**src/rtl/exc_seq_pkg.sv**
```systemverilog
package exc_seq_pkg;
  localparam int XLEN       = 32;
  localparam int IDX_W      = 6;
  localparam int BASE_WORDS = 8;

  localparam logic [IDX_W-1:0] IDX_R12  = 6'd12;
  localparam logic [IDX_W-1:0] IDX_SP   = 6'd13;
  localparam logic [IDX_W-1:0] IDX_LR   = 6'd14;
  localparam logic [IDX_W-1:0] IDX_PC   = 6'd15;
  localparam logic [IDX_W-1:0] IDX_STAT = 6'd16;
  localparam logic [IDX_W-1:0] IDX_FP0  = 6'd32;

  localparam logic [XLEN-1:0] LINK_INT = 32'hFFFF_FFF9;
  localparam logic [XLEN-1:0] LINK_FP  = 32'hFFFF_FFE9;

  typedef enum logic [3:0] {
    S_IDLE,
    S_PUSH,
    S_VREQ,
    S_VWAIT,
    S_SET_SP,
    S_SET_LR,
    S_SET_PC,
    S_POP_REQ,
    S_POP_WAIT,
    S_POP_SP
  } seq_state_e;
endpackage

```
**src/rtl/exc_ret_decode.sv**
```systemverilog
module exc_ret_decode
  import exc_seq_pkg::*;
(
  input  logic [XLEN-1:0] target_i,
  output logic            special_o,
  output logic            fp_frame_o
);
  // Special when every bit above the size flag is set and the low nibble
  // selects a return onto the main stack.
  assign special_o  = (&target_i[XLEN-1:5]) && (target_i[3:0] == 4'h9);
  assign fp_frame_o = ~target_i[4];
endmodule

```
**src/rtl/exc_slot_map.sv**
```systemverilog
module exc_slot_map
  import exc_seq_pkg::*;
#(
  parameter int CW = 5
) (
  input  logic [CW-1:0]    slot_i,
  output logic [IDX_W-1:0] idx_o
);
  always_comb begin
    if (slot_i < CW'(4)) begin
      idx_o = IDX_W'(slot_i);
    end else begin
      case (slot_i)
        CW'(4):  idx_o = IDX_R12;
        CW'(5):  idx_o = IDX_LR;
        CW'(6):  idx_o = IDX_PC;
        CW'(7):  idx_o = IDX_STAT;
        default: idx_o = IDX_FP0 + IDX_W'(slot_i - CW'(BASE_WORDS));
      endcase
    end
  end
endmodule

```
**src/rtl/exc_frame_walker.sv**
```systemverilog
module exc_frame_walker
  import exc_seq_pkg::*;
#(
  parameter int CW = 5
) (
  input  logic            clk,
  input  logic            rst_n,
  input  logic            load_i,
  input  logic [XLEN-1:0] base_i,
  input  logic [CW-1:0]   nwords_i,
  input  logic            step_i,
  output logic [XLEN-1:0] addr_o,
  output logic [XLEN-1:0] base_o,
  output logic [XLEN-1:0] end_o,
  output logic [CW-1:0]   slot_o,
  output logic            last_o
);
  logic [XLEN-1:0] base_q;
  logic [CW-1:0]   slot_q;
  logic [CW-1:0]   n_q;

  always_ff @(posedge clk or negedge rst_n) begin
    if (!rst_n) begin
      base_q <= '0;
      slot_q <= '0;
      n_q    <= '0;
    end else if (load_i) begin
      base_q <= base_i;
      slot_q <= '0;
      n_q    <= nwords_i;
    end else if (step_i) begin
      slot_q <= slot_q + CW'(1);
    end
  end

  assign addr_o = base_q + XLEN'({slot_q, 2'b00});
  assign end_o  = base_q + XLEN'({n_q, 2'b00});
  assign base_o = base_q;
  assign slot_o = slot_q;
  assign last_o = (slot_q == n_q - CW'(1));
endmodule

```
**src/rtl/exc_ctx_seq.sv**
```systemverilog
module exc_ctx_seq
  import exc_seq_pkg::*;
#(
  parameter int IRQ_W    = 6,
  parameter int FP_WORDS = 18
) (
  input  logic              clk,
  input  logic              rst_n,
  input  logic              take_i,
  input  logic [IRQ_W-1:0]  take_irq_i,
  input  logic              take_fp_i,
  input  logic              ret_i,
  input  logic [XLEN-1:0]   ret_target_i,
  input  logic [XLEN-1:0]   sp_i,
  input  logic [XLEN-1:0]   vtor_i,
  output logic [IDX_W-1:0]  rf_rd_idx_o,
  input  logic [XLEN-1:0]   rf_rd_data_i,
  output logic              rf_wr_en_o,
  output logic [IDX_W-1:0]  rf_wr_idx_o,
  output logic [XLEN-1:0]   rf_wr_data_o,
  output logic              irq_num_we_o,
  output logic [IRQ_W-1:0]  irq_num_o,
  output logic              mem_wvalid_o,
  input  logic              mem_wready_i,
  output logic [XLEN-1:0]   mem_waddr_o,
  output logic [XLEN-1:0]   mem_wdata_o,
  output logic              mem_rvalid_o,
  input  logic              mem_rready_i,
  output logic [XLEN-1:0]   mem_raddr_o,
  input  logic              mem_rrsp_valid_i,
  input  logic [XLEN-1:0]   mem_rrsp_data_i,
  output logic              busy_o,
  output logic              done_o
);
  localparam int MAX_WORDS = BASE_WORDS + FP_WORDS;
  localparam int CW        = $clog2(MAX_WORDS + 1);
  localparam logic [CW-1:0] N_INT = CW'(BASE_WORDS);
  localparam logic [CW-1:0] N_FP  = CW'(MAX_WORDS);

  seq_state_e       st;
  logic [IRQ_W-1:0] irq_q;
  logic             fp_q;
  logic [XLEN-1:0]  vec_q;

  logic             ret_special, ret_fp;
  logic             walk_load, walk_step, walk_last;
  logic [XLEN-1:0]  walk_base_in, walk_addr, walk_base, walk_end;
  logic [CW-1:0]    walk_n, walk_slot;
  logic [IDX_W-1:0] slot_idx;
  logic             accept_take, accept_ret;

  exc_ret_decode u_dec (
    .target_i   (ret_target_i),
    .special_o  (ret_special),
    .fp_frame_o (ret_fp)
  );

  exc_slot_map #(.CW(CW)) u_map (
    .slot_i (walk_slot),
    .idx_o  (slot_idx)
  );

  exc_frame_walker #(.CW(CW)) u_walk (
    .clk      (clk),
    .rst_n    (rst_n),
    .load_i   (walk_load),
    .base_i   (walk_base_in),
    .nwords_i (walk_n),
    .step_i   (walk_step),
    .addr_o   (walk_addr),
    .base_o   (walk_base),
    .end_o    (walk_end),
    .slot_o   (walk_slot),
    .last_o   (walk_last)
  );

  // Take has priority over return in the same idle cycle.
  assign accept_take = (st == S_IDLE) && take_i;
  assign accept_ret  = (st == S_IDLE) && !take_i && ret_i && ret_special;

  always_comb begin
    walk_load    = accept_take || accept_ret;
    walk_n       = accept_take ? (take_fp_i ? N_FP : N_INT)
                               : (ret_fp ? N_FP : N_INT);
    walk_base_in = accept_take ? (sp_i - XLEN'({walk_n, 2'b00})) : sp_i;
    walk_step    = ((st == S_PUSH) && mem_wready_i && !walk_last) ||
                   ((st == S_POP_WAIT) && mem_rrsp_valid_i && !walk_last);
  end

  always_ff @(posedge clk or negedge rst_n) begin
    if (!rst_n) begin
      st    <= S_IDLE;
      irq_q <= '0;
      fp_q  <= 1'b0;
      vec_q <= '0;
    end else begin
      unique case (st)
        S_IDLE: begin
          if (accept_take) begin
            st    <= S_PUSH;
            irq_q <= take_irq_i;
            fp_q  <= take_fp_i;
          end else if (accept_ret) begin
            st   <= S_POP_REQ;
            fp_q <= ret_fp;
          end
        end
        S_PUSH:     if (mem_wready_i && walk_last) st <= S_VREQ;
        S_VREQ:     if (mem_rready_i) st <= S_VWAIT;
        S_VWAIT: begin
          if (mem_rrsp_valid_i) begin
            vec_q <= mem_rrsp_data_i;
            st    <= S_SET_SP;
          end
        end
        S_SET_SP:   st <= S_SET_LR;
        S_SET_LR:   st <= S_SET_PC;
        S_SET_PC:   st <= S_IDLE;
        S_POP_REQ:  if (mem_rready_i) st <= S_POP_WAIT;
        S_POP_WAIT: if (mem_rrsp_valid_i) st <= walk_last ? S_POP_SP : S_POP_REQ;
        S_POP_SP:   st <= S_IDLE;
        default:    st <= S_IDLE;
      endcase
    end
  end

  always_comb begin
    rf_rd_idx_o  = slot_idx;
    rf_wr_en_o   = 1'b0;
    rf_wr_idx_o  = '0;
    rf_wr_data_o = '0;
    irq_num_we_o = 1'b0;
    mem_wvalid_o = 1'b0;
    mem_waddr_o  = walk_addr;
    mem_wdata_o  = rf_rd_data_i;
    mem_rvalid_o = 1'b0;
    mem_raddr_o  = walk_addr;
    done_o       = 1'b0;
    unique case (st)
      S_PUSH: mem_wvalid_o = 1'b1;
      S_VREQ: begin
        mem_rvalid_o = 1'b1;
        mem_raddr_o  = vtor_i + XLEN'({irq_q, 2'b00});
      end
      S_SET_SP: begin
        rf_wr_en_o   = 1'b1;
        rf_wr_idx_o  = IDX_SP;
        rf_wr_data_o = walk_base;
        irq_num_we_o = 1'b1;
      end
      S_SET_LR: begin
        rf_wr_en_o   = 1'b1;
        rf_wr_idx_o  = IDX_LR;
        rf_wr_data_o = fp_q ? LINK_FP : LINK_INT;
      end
      S_SET_PC: begin
        rf_wr_en_o   = 1'b1;
        rf_wr_idx_o  = IDX_PC;
        rf_wr_data_o = vec_q;
        done_o       = 1'b1;
      end
      S_POP_REQ: mem_rvalid_o = 1'b1;
      S_POP_WAIT: begin
        rf_wr_en_o   = mem_rrsp_valid_i;
        rf_wr_idx_o  = slot_idx;
        rf_wr_data_o = mem_rrsp_data_i;
      end
      S_POP_SP: begin
        rf_wr_en_o   = 1'b1;
        rf_wr_idx_o  = IDX_SP;
        rf_wr_data_o = walk_end;
        done_o       = 1'b1;
      end
      default: ;
    endcase
  end

  assign irq_num_o = irq_q;
  assign busy_o    = (st != S_IDLE);
endmodule

```
**config.mk**
```make
export PLATFORM = sky130hd
export DESIGN_NAME = exc_ctx_seq
export DESIGN_NICKNAME = d
export VERILOG_FILES = /design/src/rtl/exc_seq_pkg.sv /design/src/rtl/exc_ret_decode.sv /design/src/rtl/exc_slot_map.sv /design/src/rtl/exc_frame_walker.sv /design/src/rtl/exc_ctx_seq.sv
export SDC_FILE = /design/constraint.sdc
export NUM_CORES = 1
export LEC_CHECK = 0
export ABC_AREA = 1
export BUFFER_PORTS_ARGS = -buffer_cell sky130_fd_sc_hd__buf_2
export CORE_AREA = 2 2 159 115
export CTS_BUF_LIST = sky130_fd_sc_hd__clkbuf_16
export DETAILED_ROUTE_END_ITERATION = 6
export DIE_AREA = 0 0 161 117
export GPL_TIMING_DRIVEN = 0
export PLACE_DENSITY = 0.9
export SLEW_MARGIN = 20
export SYNTH_ARGS = -nofsm -noshare
export SYNTH_HDL_FRONTEND = slang
export SYNTH_SLANG_ARGS = --single-unit
```
**constraint.sdc**
```tcl
create_clock -name clk -period 3.37 [get_ports clk]
set_input_delay 0.1685 -clock clk [delete_from_list [all_inputs] [get_ports clk]]
set_output_delay 0.1685 -clock clk [all_outputs]
set_load 0.005 [all_outputs]
```
==> impl_metrics.json <==
{
  "outcome": "finished with violations",
  "violations": "DRC",
  "fin_util": 0.6205,
  "grt_pass1_vias": 9446,
  "power.density_nw_per_um2": 721.4,
  "ioPinCount": 326,
  "drcViolationCount": 2,
  "vias_per_cell": 5.599,
  "gp_congestion": 0.9519,
  "max_freq_ghz": 0.3055,
  "insertion_delay_ps": 350,
  "clockBufferDepth": 2,
  "start_util": 0.4974,
  "drive_above_1_share": 0.2544,
  "async_reset_ff_frac": 1.000,
  "overflow": 0,
  "yosysSeqAreaShare": 0.2365,
  "startpoint_type": "flip-flop",
  "cp_max_fo": 6,
  "clock_sinks": 82,
  "arrival_ps": 3110,
  "hold_ws_ps": 11.26,
  "fp.dieH_um": 117,
  "antenna_found_initial": 0,
  "htree_levels": 3,
  "synth_warnings": 0,
  "syn_inst": 1399,
  "dp_hpwl_um": 29050,
  "diodes": 0,
  "drv_cap": 0,
  "yosysTopAreaCell": "dfrtp_1",
  "ant_nets": 0,
  "finalSetupViolations": 0,
  "syn_area_um2": 8676,
  "ys_types": 47,
  "synth_top_cell_area_share": 0.2365,
  "cts-root-buf": "clkbuf_16",
  "grt_pass1_wl_um": 52100,
  "tightestPinTransition_ps": 1044,
  "synth_nets": 1600,
  "cts_tree": "yes",
  "grt_usage": 0.3607,
  "final_area_um2": 10820,
  "fin_worst_skew_ps": 6.420,
  "rsz0062_at_grt": "no",
  "hold_viol_final": 0,
  "synth.avg_cell_area_um2": 6.201,
  "finalSetupTns_ps": 0,
  "worstSetupPathType": "reg -> out",
  "dr.pass1.iters": 7,
  "portBuffers": 293,
  "dieArea_um2": 18840,
  "postPlaceCellArea_um2": 10470,
  "fp-row-count": 41,
  "period_share": 0.9714,
  "totalWireLength_um": 34950,
  "maxSlewViolCount": 0,
  "clkTransAtPathRegs_ps": 60,
  "ys.flop_type": "dfrtp_1",
  "nNetsFinal": 1906,
  "syn2layout_area_growth_pct": 24.75,
  "fillers": 1631,
  "grt_max_degree": 55,
  "p_leak_nw": 5.852,
  "synth_edf_count": 0,
  "wl_per_cell_um": 17.96,
  "drtIter0Drc": 1320,
  "vias": 10900,
  "fp.coreArea_um2": 17440,
  "vdd_ir_drop_max_mv": 0.3156,
  "worstSetupEndpointType": "output port",
  "synth-seq-cells": 82,
  "dieWidth_um": 161,
  "hp-class": "in -> reg",
  "synthTopCellsByArea": "dfrtp_1, nand2_1, inv_1",
  "max_slew_margin": 0.2966,
  "fin_crit_ps": 3274,
  "cts_buffers": 9,
  "worstPathRequired_ps": 3200
}
[stage by stage]
step | worst slack, ps | power (mW) | std cells
after floorplan | 955.3 | 4.425 | 1399
after global placement | 255.9 | 6.353 | 1928
after detailed placement | 188.2 | 6.495 | 1929
after CTS | 156.9 | 7.659 | 1946
after global routing | 8.149 | 8.313 | 1946
final | 96.31 | 7.807 | 1946
[cell usage in the layout, fill, tap and decap left out, drive strengths merged, types with 3 or more instances in the layout]
cell and instances:
o211ai 6, bufinv 3, xor2 37, o2111ai 5
clkbuf 25, nand3 107, o21bai 4, or2 10
o21ai 116, mux2 21, nor3 27, clkinv 5
buf 351, a221oi 22, inv 168, nand2 479
nand3b 7, xnor2 11, a21oi 27, nand4 31
and2 4, nor2 123, dfrtp 82, ha 25
[synth_stat cells (5+ instances only)]
master     instances
o2111ai_1          5
nor2_4             6
buf_4             38
o21ai_2            5
xnor2_1           11
xor2_1            37
ha_1              25
o21ai_0          104
nor3_1            23
nor2_1           113
nand3b_1           7
mux2_2            21
o21ai_1            6
inv_1            164
nand2_2            6
o211ai_1           6
nand2_1          473
clkbuf_1          13
dfrtp_1           82
a21oi_1           26
buf_2             16
nand3_1          106
or2_2             10
nand4_1           31
a221oi_1          22
[state kept, by name, summed over array words and instances, names as in the netlist]
register       flops
u_walk.n_q         2
vec_q             32
u_walk.slot_o      5
fp_q               1
irq_num_o          6
st                 4
u_walk.base_o     32
[critical path, stage by stage (launching register included)]
cell and delay (ps):
dfrtp_1 430, ha_1 350, nand3_1 90, nand2_1 80, nand2_1 80, nand2_1 110
nand2_1 110, nor2_1 510, nand2_1 200, o21ai_0 250, nand3_1 190, nand2_1 210
buf_2 150
[cells by family after synthesis]
family,Yosys count,share of synthesized area
fa+ha+maj,27,0.04067
buf+inv,242,0.1265
compound gates,188,0.1294
flops,82,0.2365
mux,21,0.02726
simple gates,791,0.3913
xor+xnor,48,0.04846
[report_power, final]
part           internal, mW  switching, mW
sequential             1.43          0.504
clock                 0.724          0.430
combinational          1.75           2.96
[per-layer routing]
layer	wire length [µm]	global-route usage	vias to the layer above
met4	924	0.1036	0
met2	14480	0.5302	676
met3	4340	0.09091	67
li1	-	-	5123
met1	15210	0.5251	5030
met5	0	0	-
[layout make-up]
| type | count | area, µm² | area share |
|---|---|---|---|
| multi-input combinational | 1075 | 5529 | 0.5109 |
| sequential | 82 | 2052 | 0.1896 |
| timing repair buffer | 295 | 1506 | 0.1392 |
| tap | 236 | 295.3 | 0.02728 |
| inverter | 169 | 634.4 | 0.05861 |
| buffer | 73 | 462.9 | 0.04277 |
| clock inverter | 7 | 117.6 | 0.01087 |
| clock buffer | 9 | 225.2 | 0.02081 |
[what timing repair did]
action,CTS,global route
endpoints found under the setup margin,0,5
hold buffers,1,0
resized for setup,0,1
endpoints found under the hold margin,28,0
setup buffers,0,0
[path summary, 6_finish.rpt]
kind / from / to / slack, ps / cells after the start
worst max register to register: st[3] / u_walk.base_o[27] / 140 / 20
min in group asynchronous: rst_n / vec_q[0] / 290 / 2
max in group asynchronous: rst_n / u_walk.base_o[27] / 2450 / 3
worst max-delay path: u_walk.n_q[3] / rf_wr_data_o[26] / 100 / 12
worst min-delay path: take_irq_i[5] / irq_num_o[5] / 10 / 3
worst min register to register: vec_q[25] / vec_q[25] / 500 / 2
Power figures use the tool's default switching activity.
